===== config.mk =====
export PLATFORM = sky130hd
export DESIGN_NAME = sptx_feeder
export DESIGN_NICKNAME = d
export VERILOG_FILES = /design/src/rtl/sptx_pkg.sv /design/src/rtl/sptx_cfg_reg.sv /design/src/rtl/sptx_width_gate.sv /design/src/rtl/sptx_txbuf.sv /design/src/rtl/sptx_load_sel.sv /design/src/rtl/sptx_feeder.sv
export SDC_FILE = /design/constraint.sdc
export NUM_CORES = 1
export LEC_CHECK = 0
export ABC_AREA = 1
export CAP_MARGIN = 0
export CORE_ASPECT_RATIO = 1.4
export CORE_UTILIZATION = 30
export CTS_CLUSTER_DIAMETER = 40
export DETAILED_ROUTE_END_ITERATION = 16
export PLACE_DENSITY_LB_ADDON = 0.1
export SLEW_MARGIN = 25
export SYNTH_ARGS = -nofsm -noshare
export SYNTH_HDL_FRONTEND = slang
export SYNTH_HIERARCHICAL = 1
export SYNTH_SLANG_ARGS = --single-unit

===== constraint.sdc =====
create_clock -name clk -period 3.6 [get_ports clk]
set_clock_uncertainty 0.15 [all_clocks]
set_input_delay 1.08 -clock clk [delete_from_list [all_inputs] [get_ports clk]]
set_output_delay 1.08 -clock clk [all_outputs]
set_load 0.05 [all_outputs]

===== src/rtl/sptx_pkg.sv =====
package sptx_pkg;
  typedef enum logic [1:0] {
    AW_NONE = 2'b00,
    AW_BYTE = 2'b01,
    AW_HALF = 2'b10,
    AW_FULL = 2'b11
  } acc_width_e;

  localparam logic [7:0] CFG_RESET = 8'h20;
  localparam int CFG_DUMMY_BIT = 7;
  localparam int CFG_WIDTH_LSB = 5;

  typedef struct packed {
    logic       dummy_en;
    acc_width_e width;
  } cfg_t;
endpackage


===== src/rtl/sptx_cfg_reg.sv =====
module sptx_cfg_reg
  import sptx_pkg::*;
(
  input  logic       clk,
  input  logic       rst_n,
  input  logic       cfg_we,
  input  logic [7:0] cfg_wdata,
  input  logic       xfer_idle,
  output cfg_t       cfg,
  output logic [7:0] cfg_rdata,
  output logic       cfg_err
);
  logic       refuse;
  acc_width_e new_width;
  logic [4:0] unused_rsvd;

  assign new_width   = acc_width_e'(cfg_wdata[CFG_WIDTH_LSB +: 2]);
  assign refuse      = !xfer_idle || (new_width == AW_NONE);
  assign unused_rsvd = cfg_wdata[4:0];

  always_ff @(posedge clk or negedge rst_n) begin
    if (!rst_n) begin
      cfg.dummy_en <= CFG_RESET[CFG_DUMMY_BIT];
      cfg.width    <= acc_width_e'(CFG_RESET[CFG_WIDTH_LSB +: 2]);
      cfg_err      <= 1'b0;
    end else if (cfg_we) begin
      if (refuse) begin
        cfg_err <= 1'b1;
      end else begin
        cfg.dummy_en <= cfg_wdata[CFG_DUMMY_BIT];
        cfg.width    <= new_width;
      end
    end
  end

  always_comb begin
    cfg_rdata = 8'h00;
    cfg_rdata[CFG_DUMMY_BIT] = cfg.dummy_en;
    cfg_rdata[CFG_WIDTH_LSB +: 2] = cfg.width;
  end
endmodule


===== src/rtl/sptx_width_gate.sv =====
module sptx_width_gate
  import sptx_pkg::*;
#(
  parameter int DATA_W = 32
) (
  input  logic              clk,
  input  logic              rst_n,
  input  logic              wr_valid,
  input  logic              wr_ready,
  input  logic [DATA_W-1:0] wr_data,
  input  logic [1:0]        wr_size,
  input  acc_width_e        width,
  output logic              push,
  output logic [DATA_W-1:0] push_data,
  output logic              size_err
);
  localparam int BYTE_W = 8;
  localparam int HALF_W = 16;

  logic taken;
  logic match;

  assign taken = wr_valid && wr_ready;
  assign match = (wr_size == width) && (width != AW_NONE);
  assign push  = taken && match;

  always_comb begin
    push_data = '0;
    unique case (width)
      AW_BYTE: push_data[BYTE_W-1:0] = wr_data[BYTE_W-1:0];
      AW_HALF: push_data[HALF_W-1:0] = wr_data[HALF_W-1:0];
      AW_FULL: push_data = wr_data;
      default: push_data = '0;
    endcase
  end

  always_ff @(posedge clk or negedge rst_n) begin
    if (!rst_n) size_err <= 1'b0;
    else        size_err <= taken && !match;
  end
endmodule


===== src/rtl/sptx_txbuf.sv =====
module sptx_txbuf #(
  parameter int DATA_W = 32,
  parameter int DEPTH  = 4
) (
  input  logic              clk,
  input  logic              rst_n,
  input  logic              push,
  input  logic [DATA_W-1:0] push_data,
  input  logic              pop,
  output logic [DATA_W-1:0] head,
  output logic              empty,
  output logic              full
);
  localparam int PTR_W = (DEPTH > 1) ? $clog2(DEPTH) : 1;
  localparam int CNT_W = $clog2(DEPTH + 1);
  localparam logic [PTR_W-1:0] LAST = PTR_W'(DEPTH - 1);
  localparam logic [CNT_W-1:0] FULL_CNT = CNT_W'(DEPTH);

  logic [DATA_W-1:0] slot [DEPTH];
  logic [PTR_W-1:0]  wptr, rptr;
  logic [CNT_W-1:0]  count;
  logic              do_push, do_pop;

  assign empty   = (count == '0);
  assign full    = (count == FULL_CNT);
  assign do_push = push && !full;
  assign do_pop  = pop && !empty;
  assign head    = slot[rptr];

  for (genvar i = 0; i < DEPTH; i++) begin : g_slot
    always_ff @(posedge clk or negedge rst_n) begin
      if (!rst_n)                                slot[i] <= '0;
      else if (do_push && wptr == PTR_W'(i))     slot[i] <= push_data;
    end
  end

  always_ff @(posedge clk or negedge rst_n) begin
    if (!rst_n) begin
      wptr  <= '0;
      rptr  <= '0;
      count <= '0;
    end else begin
      if (do_push) wptr <= (wptr == LAST) ? '0 : wptr + 1'b1;
      if (do_pop)  rptr <= (rptr == LAST) ? '0 : rptr + 1'b1;
      case ({do_push, do_pop})
        2'b10:   count <= count + 1'b1;
        2'b01:   count <= count - 1'b1;
        default: count <= count;
      endcase
    end
  end
endmodule


===== src/rtl/sptx_load_sel.sv =====
module sptx_load_sel #(
  parameter int DATA_W = 32
) (
  input  logic              clk,
  input  logic              rst_n,
  input  logic              empty,
  input  logic [DATA_W-1:0] head,
  input  logic              master,
  input  logic              dummy_en,
  input  logic              ld_ready,
  output logic              ld_valid,
  output logic [DATA_W-1:0] ld_data,
  output logic              ld_dummy,
  output logic              ld_undef,
  output logic              pop
);
  logic [DATA_W-1:0] last_sent;
  logic              have_real;
  logic              filler_ok;
  logic              fire;

  assign filler_ok = master && dummy_en;
  assign ld_dummy  = empty && filler_ok;
  assign ld_valid  = !empty || filler_ok;
  assign ld_data   = empty ? last_sent : head;
  assign ld_undef  = ld_dummy && !have_real;
  assign fire      = ld_valid && ld_ready;
  assign pop       = fire && !empty;

  always_ff @(posedge clk or negedge rst_n) begin
    if (!rst_n) begin
      last_sent <= '0;
      have_real <= 1'b0;
    end else if (fire) begin
      last_sent <= ld_data;
      if (!empty) have_real <= 1'b1;
    end
  end
endmodule


===== src/rtl/sptx_feeder.sv =====
module sptx_feeder
  import sptx_pkg::*;
#(
  parameter int DATA_W = 32,
  parameter int DEPTH  = 4
) (
  input  logic              clk,
  input  logic              rst_n,
  input  logic              master,
  input  logic              xfer_idle,
  input  logic              cfg_we,
  input  logic [7:0]        cfg_wdata,
  output logic [7:0]        cfg_rdata,
  output logic              cfg_err,
  input  logic              wr_valid,
  output logic              wr_ready,
  input  logic [DATA_W-1:0] wr_data,
  input  logic [1:0]        wr_size,
  output logic              size_err,
  output logic              ld_valid,
  input  logic              ld_ready,
  output logic [DATA_W-1:0] ld_data,
  output logic              ld_dummy,
  output logic              ld_undef
);
  cfg_t              cfg;
  logic              push, pop, empty, full;
  logic [DATA_W-1:0] push_data, head;

  assign wr_ready = !full;

  sptx_cfg_reg u_cfg (
    .clk, .rst_n, .cfg_we, .cfg_wdata, .xfer_idle,
    .cfg(cfg), .cfg_rdata, .cfg_err
  );

  sptx_width_gate #(.DATA_W(DATA_W)) u_gate (
    .clk, .rst_n, .wr_valid, .wr_ready, .wr_data, .wr_size,
    .width(cfg.width), .push, .push_data, .size_err
  );

  sptx_txbuf #(.DATA_W(DATA_W), .DEPTH(DEPTH)) u_buf (
    .clk, .rst_n, .push, .push_data, .pop, .head, .empty, .full
  );

  sptx_load_sel #(.DATA_W(DATA_W)) u_sel (
    .clk, .rst_n, .empty, .head, .master, .dummy_en(cfg.dummy_en),
    .ld_ready, .ld_valid, .ld_data, .ld_dummy, .ld_undef, .pop
  );
endmodule


==> qor.yml, run 1 <==
worst_setup_path:
  slowest_delay_ns: 0.46
  crit_chain: "clkdlybuf4s50_1 > nand2_1 > nor3_1 > buf_4 > buf_12"
  cp-end-kind: "output pin"
  critical_path_class: "in2out"
  cp_max_fo: 3
  critPathArrivalTime_ns: 2.18
  endpoint: "ld_undef"
  r2r-start: "u_buf/count[2]"
  cp_slowest_cell: "clkdlybuf4s50_1"
  r2r-end: "u_buf/count[2]"
  crit_required_ns: 2.37
  startpoint: "master"
  worstRegToRegCells: 15
  reg2reg_slack_ns: 0.88
  start_kind: "input port"
yosys:
  synth_compound_area_frac: 0.06303
  synthSimpleGateAreaFrac: 0.3456
  yosys.area.top_type_share: 0.4673
  synthAdderAreaFrac: 0.01032
  yosysSeqAreaShare: 0.4701
  syn_avg_cell_area_um2: 7.465
  muxShareOfSynthArea: 0
  ys_warn_count: 6
  synth_xor_xnor_area_share: 0.0009508
  synth_top_family_by_area: "simple AND/OR/NAND/NOR gates"
  netlist_instances: 1234
  synth-seq-cells: 173
  synth_area_leaders: "dfrtp_1, nand2_1, nand4_1"
  ys_types: 28
  netlist.top_cell.by_area: "dfrtp_1"
  synth_area_um2: 9211
place:
  io_buffers: 84
  place_area_um2: 10270
  post-dp-hpwl_mm: 17.14
  place.gp.congestion: 0.7183
clock_network:
  clk_latency_ns: 0.44
  cts_made_buffers: 17
  cts-htree-levels: 4
  cts_sinks: 173
  root_buffer: "clkbuf_16"
  cts_buffer_depth: 2
  cts_resized: 0
  clk_pin_slew_ns: 0.06
  cts_tree: "yes"
  cts_hold_buf: 0
  postCtsSetupBuffers: 0
routing:
  wire_per_inst_um: 16.89
  drt-total-wl_mm: 28.15
  drtIter0Drc: 598
  dr.pass1.iters: 5
  drc: 0
  drtAntennaViolNets: 0
  viasPerCell: 4.909
  via_count: 8184
die:
  start_util: 0.3058
  num_io_pins: 95
  die_h_um: 209.3
  die_area_um2: 31420
  core_area_um2: 30120
  num_rows: 75
  die_x_um: 150.1
worst_hold_path:
  hold_path_class: "reg2reg"
timing:
  finalHoldViolCount: 0
  worstMarginPinSlew_ns: 0.8025
  slew_violations: 0
  period_share: 0.9477
  fin_crit_ns: 3.412
  maxSlewHeadroom: 0.4650
  rsz0062_at_grt: "false"
  fin_tns_setup_ns: 0
  setup_viol: 0
  fmax_mhz: 293.1
power:
  p_sw_mw: 4.491
  irDropWorstVdd_uv: 365.6
  pwr-share-seq: 0.291
  comb_power_share: 0.511
  clkPwrFrac: 0.197
  powerDensity_nw_per_um2: 851.5
  swShare: 0.4865
  internal_power_mw: 4.741
  p_leak_nw: 5.773
  total_power_mw: 9.232
grt:
  grt_max_degree: 100
  antenna_found_initial: 0
  grt_pass1_vias: 8086
  gr-total-overflow: 0
  grt_usage: 0.1917
  grt_pass1_wl_mm: 45.41
final_layout:
  nets: 1325
  synthToLayoutAreaGrowth_pct: 17.70
  antenna_cells: 0
  n_fill_cell: 3249
  final_area_um2: 10840
  drive_above_1_share: 0.09204
job:
  drv_cap: 0
status:
  status: "finished, final reports clean"
==> state kept, by name, summed over array words and instances (netlist names) <==
register / count
u_cfg/cfg_err: 1
u_buf/count: 3
u_buf/rptr: 2
u_buf/slot: 128
u_sel/last_sent: 32
u_sel/have_real: 1
u_cfg/cfg: 3
u_gate/size_err: 1
u_buf/wptr: 2
==> synthesized netlist by cell type (all sizes together) <==
cell type,n
a21oi,33
buf,88
clkbuf,17
conb,1
dfrtp,172
dfstp,1
fa,1
ha,6
inv,117
nand2,525
nand3,41
nand4,132
nor2,28
nor3,1
o211ai,32
o21ai,35
or2,3
xnor2,1
==> power groups by stage <==
stage,Combinational [mW],Sequential (mW),Clock (mW)
after floorplan,3.40,2.62,0
after global placement,4.73,2.71,0
after detailed placement,4.76,2.72,0
after CTS,4.77,2.69,1.89
after global routing,5.18,2.75,1.95
final,4.72,2.69,1.82
==> layout make-up <==
class | instances | area (µm²) | area share
Sequential cell | 173 | 4335 | 0.3999
Timing Repair Buffer | 117 | 1116 | 0.1029
Inverter | 117 | 447.9 | 0.04132
Clock buffer | 26 | 509.2 | 0.04697
Clock inverter | 6 | 57.56 | 0.005309
Tap cell | 385 | 481.7 | 0.04443
Multi-Input combinational cell | 843 | 3894 | 0.3591
==> layout by cell type (no fill, tap or decap), drive strengths merged <==
cell type      count
nand2            525
dfrtp            172
nand4            132
inv              116
buf               70
clkdlybuf4s50     47
nand3             41
o21ai             35
a21oi             33
o211ai            32
nor2              28
clkbuf            26
ha                 6
conb               5
clkinv             4
or2                3
clkinvlp           2
bufinv             1
xnor2              1
fa                 1
dfstp              1
nor3               1
==> worst max-delay path: cells and delay by family <==
| family | cells | cell delay (ns) |
|---|---|---|
| buffers and inverters | 3 | 0.73 |
| AND/OR/NAND/NOR | 2 | 0.37 |
==> stage by stage <==
step                hold slack [ns]  instances  worst slack, ns    util
global placement             0.2976       1635           0.1244  0.3409
CTS                          0.3196       1667           0.1148  0.3597
finish                       0.3149       1667           0.1884  0.3599
global route                 0.3279       1667          0.09293  0.3599
floorplan                    0.2866       1238           0.1296       -
detailed placement           0.3033       1635           0.1272  0.3409
==> worst min-delay path by stage <==
stage	to	from	slack (ns)	cells past startpoint
after floorplan	u_buf/slot[100]	u_buf/slot[100]	0.29	2
after global placement	u_buf/slot[96]	u_buf/slot[96]	0.30	2
after detailed placement	u_buf/slot[118]	u_buf/slot[118]	0.30	2
after CTS	u_buf/slot[97]	u_buf/slot[97]	0.32	2
after global routing	u_buf/slot[122]	u_buf/slot[122]	0.33	2
final	u_buf/slot[108]	u_buf/slot[108]	0.31	2
==> cell families (layout without fill, tap and decap cells) <==
logic type	count (synthesis)	after routing
AO/OA/AOI/OAI	100	100
XOR/XNOR	1	1
adder cells (fa/ha/maj)	7	7
buffers and inverters	222	266
flip-flops	173	173
other	1	5
AND/OR/NAND/NOR	730	730
==> routing by layer <==
layer / track usage / vias to the layer above / part of all wire
met4: 0.06095 / 0 / 0.016
li1: - / 4032 / -
met3: 0.02978 / 26 / 0.033
met1: 0.2548 / 3993 / 0.47
met5: 0 / - / 0
met2: 0.3170 / 133 / 0.49
No activity file was read; power rests on OpenSTA's default activity.
==> run 2: changes to the inputs <==
--- a/config.mk
+++ b/config.mk
@@ -12,7 +12,6 @@
 export CTS_CLUSTER_DIAMETER = 40
 export DETAILED_ROUTE_END_ITERATION = 16
 export PLACE_DENSITY_LB_ADDON = 0.1
-export SLEW_MARGIN = 25
 export SYNTH_ARGS = -nofsm -noshare
 export SYNTH_HDL_FRONTEND = slang
 export SYNTH_HIERARCHICAL = 1
==> qor.yml, run 2 (synthesis gave the netlist of run 1 again) <==
worst_setup_path:
  critical_path_class: "in2out"
  r2r-end: "u_buf/count[2]"
  slowest_delay_ns: 0.46  # about the same
  path_buf_inv: 3  # unchanged
  crit_family: "buffers and inverters"
  reg2reg_slack_ns: 0.88  # about the same
  r2r-start: "u_buf/count[2]"
  worstRegToRegCells: 15  # unchanged
  start_kind: "input port"
  crit_chain: "clkdlybuf4s50_1 > nand2_1 > nor3_1 > buf_4 > buf_12"
  crit_required_ns: 2.37  # about the same
  cp-end-kind: "output pin"
  critPathArrivalTime_ns: 2.18  # about the same
  cp_slowest_cell: "clkdlybuf4s50_1"
  cp_max_fo: 3  # unchanged
clock_network:
  cts_buffer_depth: 2  # unchanged
  cts_tree: "yes"
  postCtsSetupBuffers: 0  # unchanged
  cts_sinks: 173  # unchanged
  root_buffer: "clkbuf_16"
  cts_made_buffers: 17  # unchanged
  cts_hold_buf: 0  # unchanged
  cts-htree-levels: 4  # unchanged
  clk_latency_ns: 0.44  # about the same
  clk_pin_slew_ns: 0.06  # about the same
final_layout:
  n_fill_cell: 3248  # -0.031%
  largest_register_ffs: 128  # unchanged
  drive_above_1_share: 0.09204  # unchanged
  regMostFlops: "u_buf/slot"
  antenna_cells: 0  # unchanged
  layout_common_cells: "nand2_1, dfrtp_1, nand4_1"
  top_regs: "u_buf/slot (128), u_sel/last_sent (32)"
  final_common_cell: "nand2_1"
  nets: 1325  # unchanged
  synthToLayoutAreaGrowth_pct: 17.66  # about the same
routing:
  drc: 0  # unchanged
  viasPerCell: 4.907  # about the same
  dr.pass1.iters: 5  # unchanged
  drt-total-wl_mm: 28.16  # about the same
  drtAntennaViolNets: 0  # unchanged
  via_count: 8180  # -0.049%
  wire_per_inst_um: 16.89  # about the same
  drtIter0Drc: 598  # unchanged
grt:
  grt_max_degree: 100  # unchanged
  gr-total-overflow: 0  # unchanged
  grt_pass1_vias: 8086  # unchanged
  grt_usage: 0.1917  # unchanged
  grt_pass1_wl_mm: 45.41  # unchanged
  antenna_found_initial: 0  # unchanged
worst_hold_path:
  whs_endpoint: "u_buf/slot[108]"
  hold_depth: 2  # unchanged
  hold_path_class: "reg2reg"
  worstHoldStart: "u_buf/slot[108]"
timing:
  fin_tns_setup_ns: 0  # unchanged
  fmax_mhz: 293.1  # unchanged
  fin_crit_ns: 3.412  # unchanged
  setup_viol: 0  # unchanged
  finalHoldViolCount: 0  # unchanged
  worstMarginPinSlew_ns: 1.096  # +0.2934 ns
  slew_violations: 0  # unchanged
  rsz0062_at_grt: "false"
  setup_ws_ns: 0.1884  # unchanged
  period_share: 0.9477  # unchanged
  maxSlewHeadroom: 0.2694  # -0.1956
place:
  io_buffers: 84  # unchanged
  pre_cts_slack_ns: 0.1272  # unchanged
  post-dp-hpwl_mm: 17.14  # unchanged
  place.gp.congestion: 0.7183  # unchanged
die:
  die_h_um: 209.3  # unchanged
  die_area_um2: 31420  # unchanged
  num_io_pins: 95  # unchanged
  die_x_um: 150.1  # unchanged
  core_area_um2: 30120  # unchanged
  start_util: 0.3058  # unchanged
  num_rows: 75  # unchanged
power:
  p_leak_nw: 5.771  # about the same
  irDropWorstVdd_uv: 365.6  # unchanged
  total_power_mw: 9.228  # about the same
  powerDensity_nw_per_um2: 851.4  # about the same
job:
  drv_cap: 0  # unchanged
status:
  status: "finished, final reports clean"
run 2: cell counts in the layout (fill, tap and decap cells not counted):
No cell type changed its count.
run 2: timing repair:
item	in CTS	in global routing
endpoints found under the setup margin	0	1
resized for setup	0	1
hold endpoints to repair	0	0
run 2: final cells by class:
class / count / area [µm²] / area share
sequential: 173 / 4335 / 0.4000
multi-input combinational: 843 / 3894 / 0.3593
timing repair buffer: 117 / 1112 / 0.1026
clock buffer: 26 / 509.2 / 0.04699
tap: 385 / 481.7 / 0.04445
inverter: 117 / 447.9 / 0.04133
clock inverter: 6 / 57.56 / 0.005311
run 2: routing by layer:
metal	vias up	track usage	part of all wire
li1	4032	-	-
met5	-	0	0
met4	0	0.06095	0.016
met3	26	0.02978	0.032
met1	3993	0.2548	0.47
met2	129	0.3170	0.49
run 2: report_power, final:
part	switching [mW]	internal, mW
sequential	0.295	2.39
clock	0.780	1.04
combinational	3.41	1.30
total	4.49	4.74
run 2: worst reg2reg max path, delay by kind of cell (launching register included):
family,cells,cell delay (ns)
and+or+nand+nor,7,0.65
DFF,1,0.41
adders and majority gates,2,0.53
buffers and inverters,6,0.88
run 2: worst max path at each step:
stage	startpoint	endpoint	slack [ns]	cells past startpoint
after floorplan	master	ld_undef	0.13	2
final	master	ld_undef	0.19	5
after detailed placement	master	ld_undef	0.13	5
after global placement	master	ld_undef	0.12	5
after global routing	u_buf/rptr[0]	ld_data[19]	0.09	7
after CTS	u_buf/count[1]	ld_data[18]	0.11	7
run 2: metrics by stage:
stage	area [µm²]	utilization	instances	hold slack, ns
2_1_floorplan	9226	-	1238	0.2866
6_report	10840	0.3598	1667	0.3150
4_1_cts	10830	0.3597	1667	0.3196
5_1_grt	10840	0.3598	1667	0.3279
3_3_place_gp	10270	0.3409	1635	0.2976
3_5_place_dp	10270	0.3409	1635	0.3033
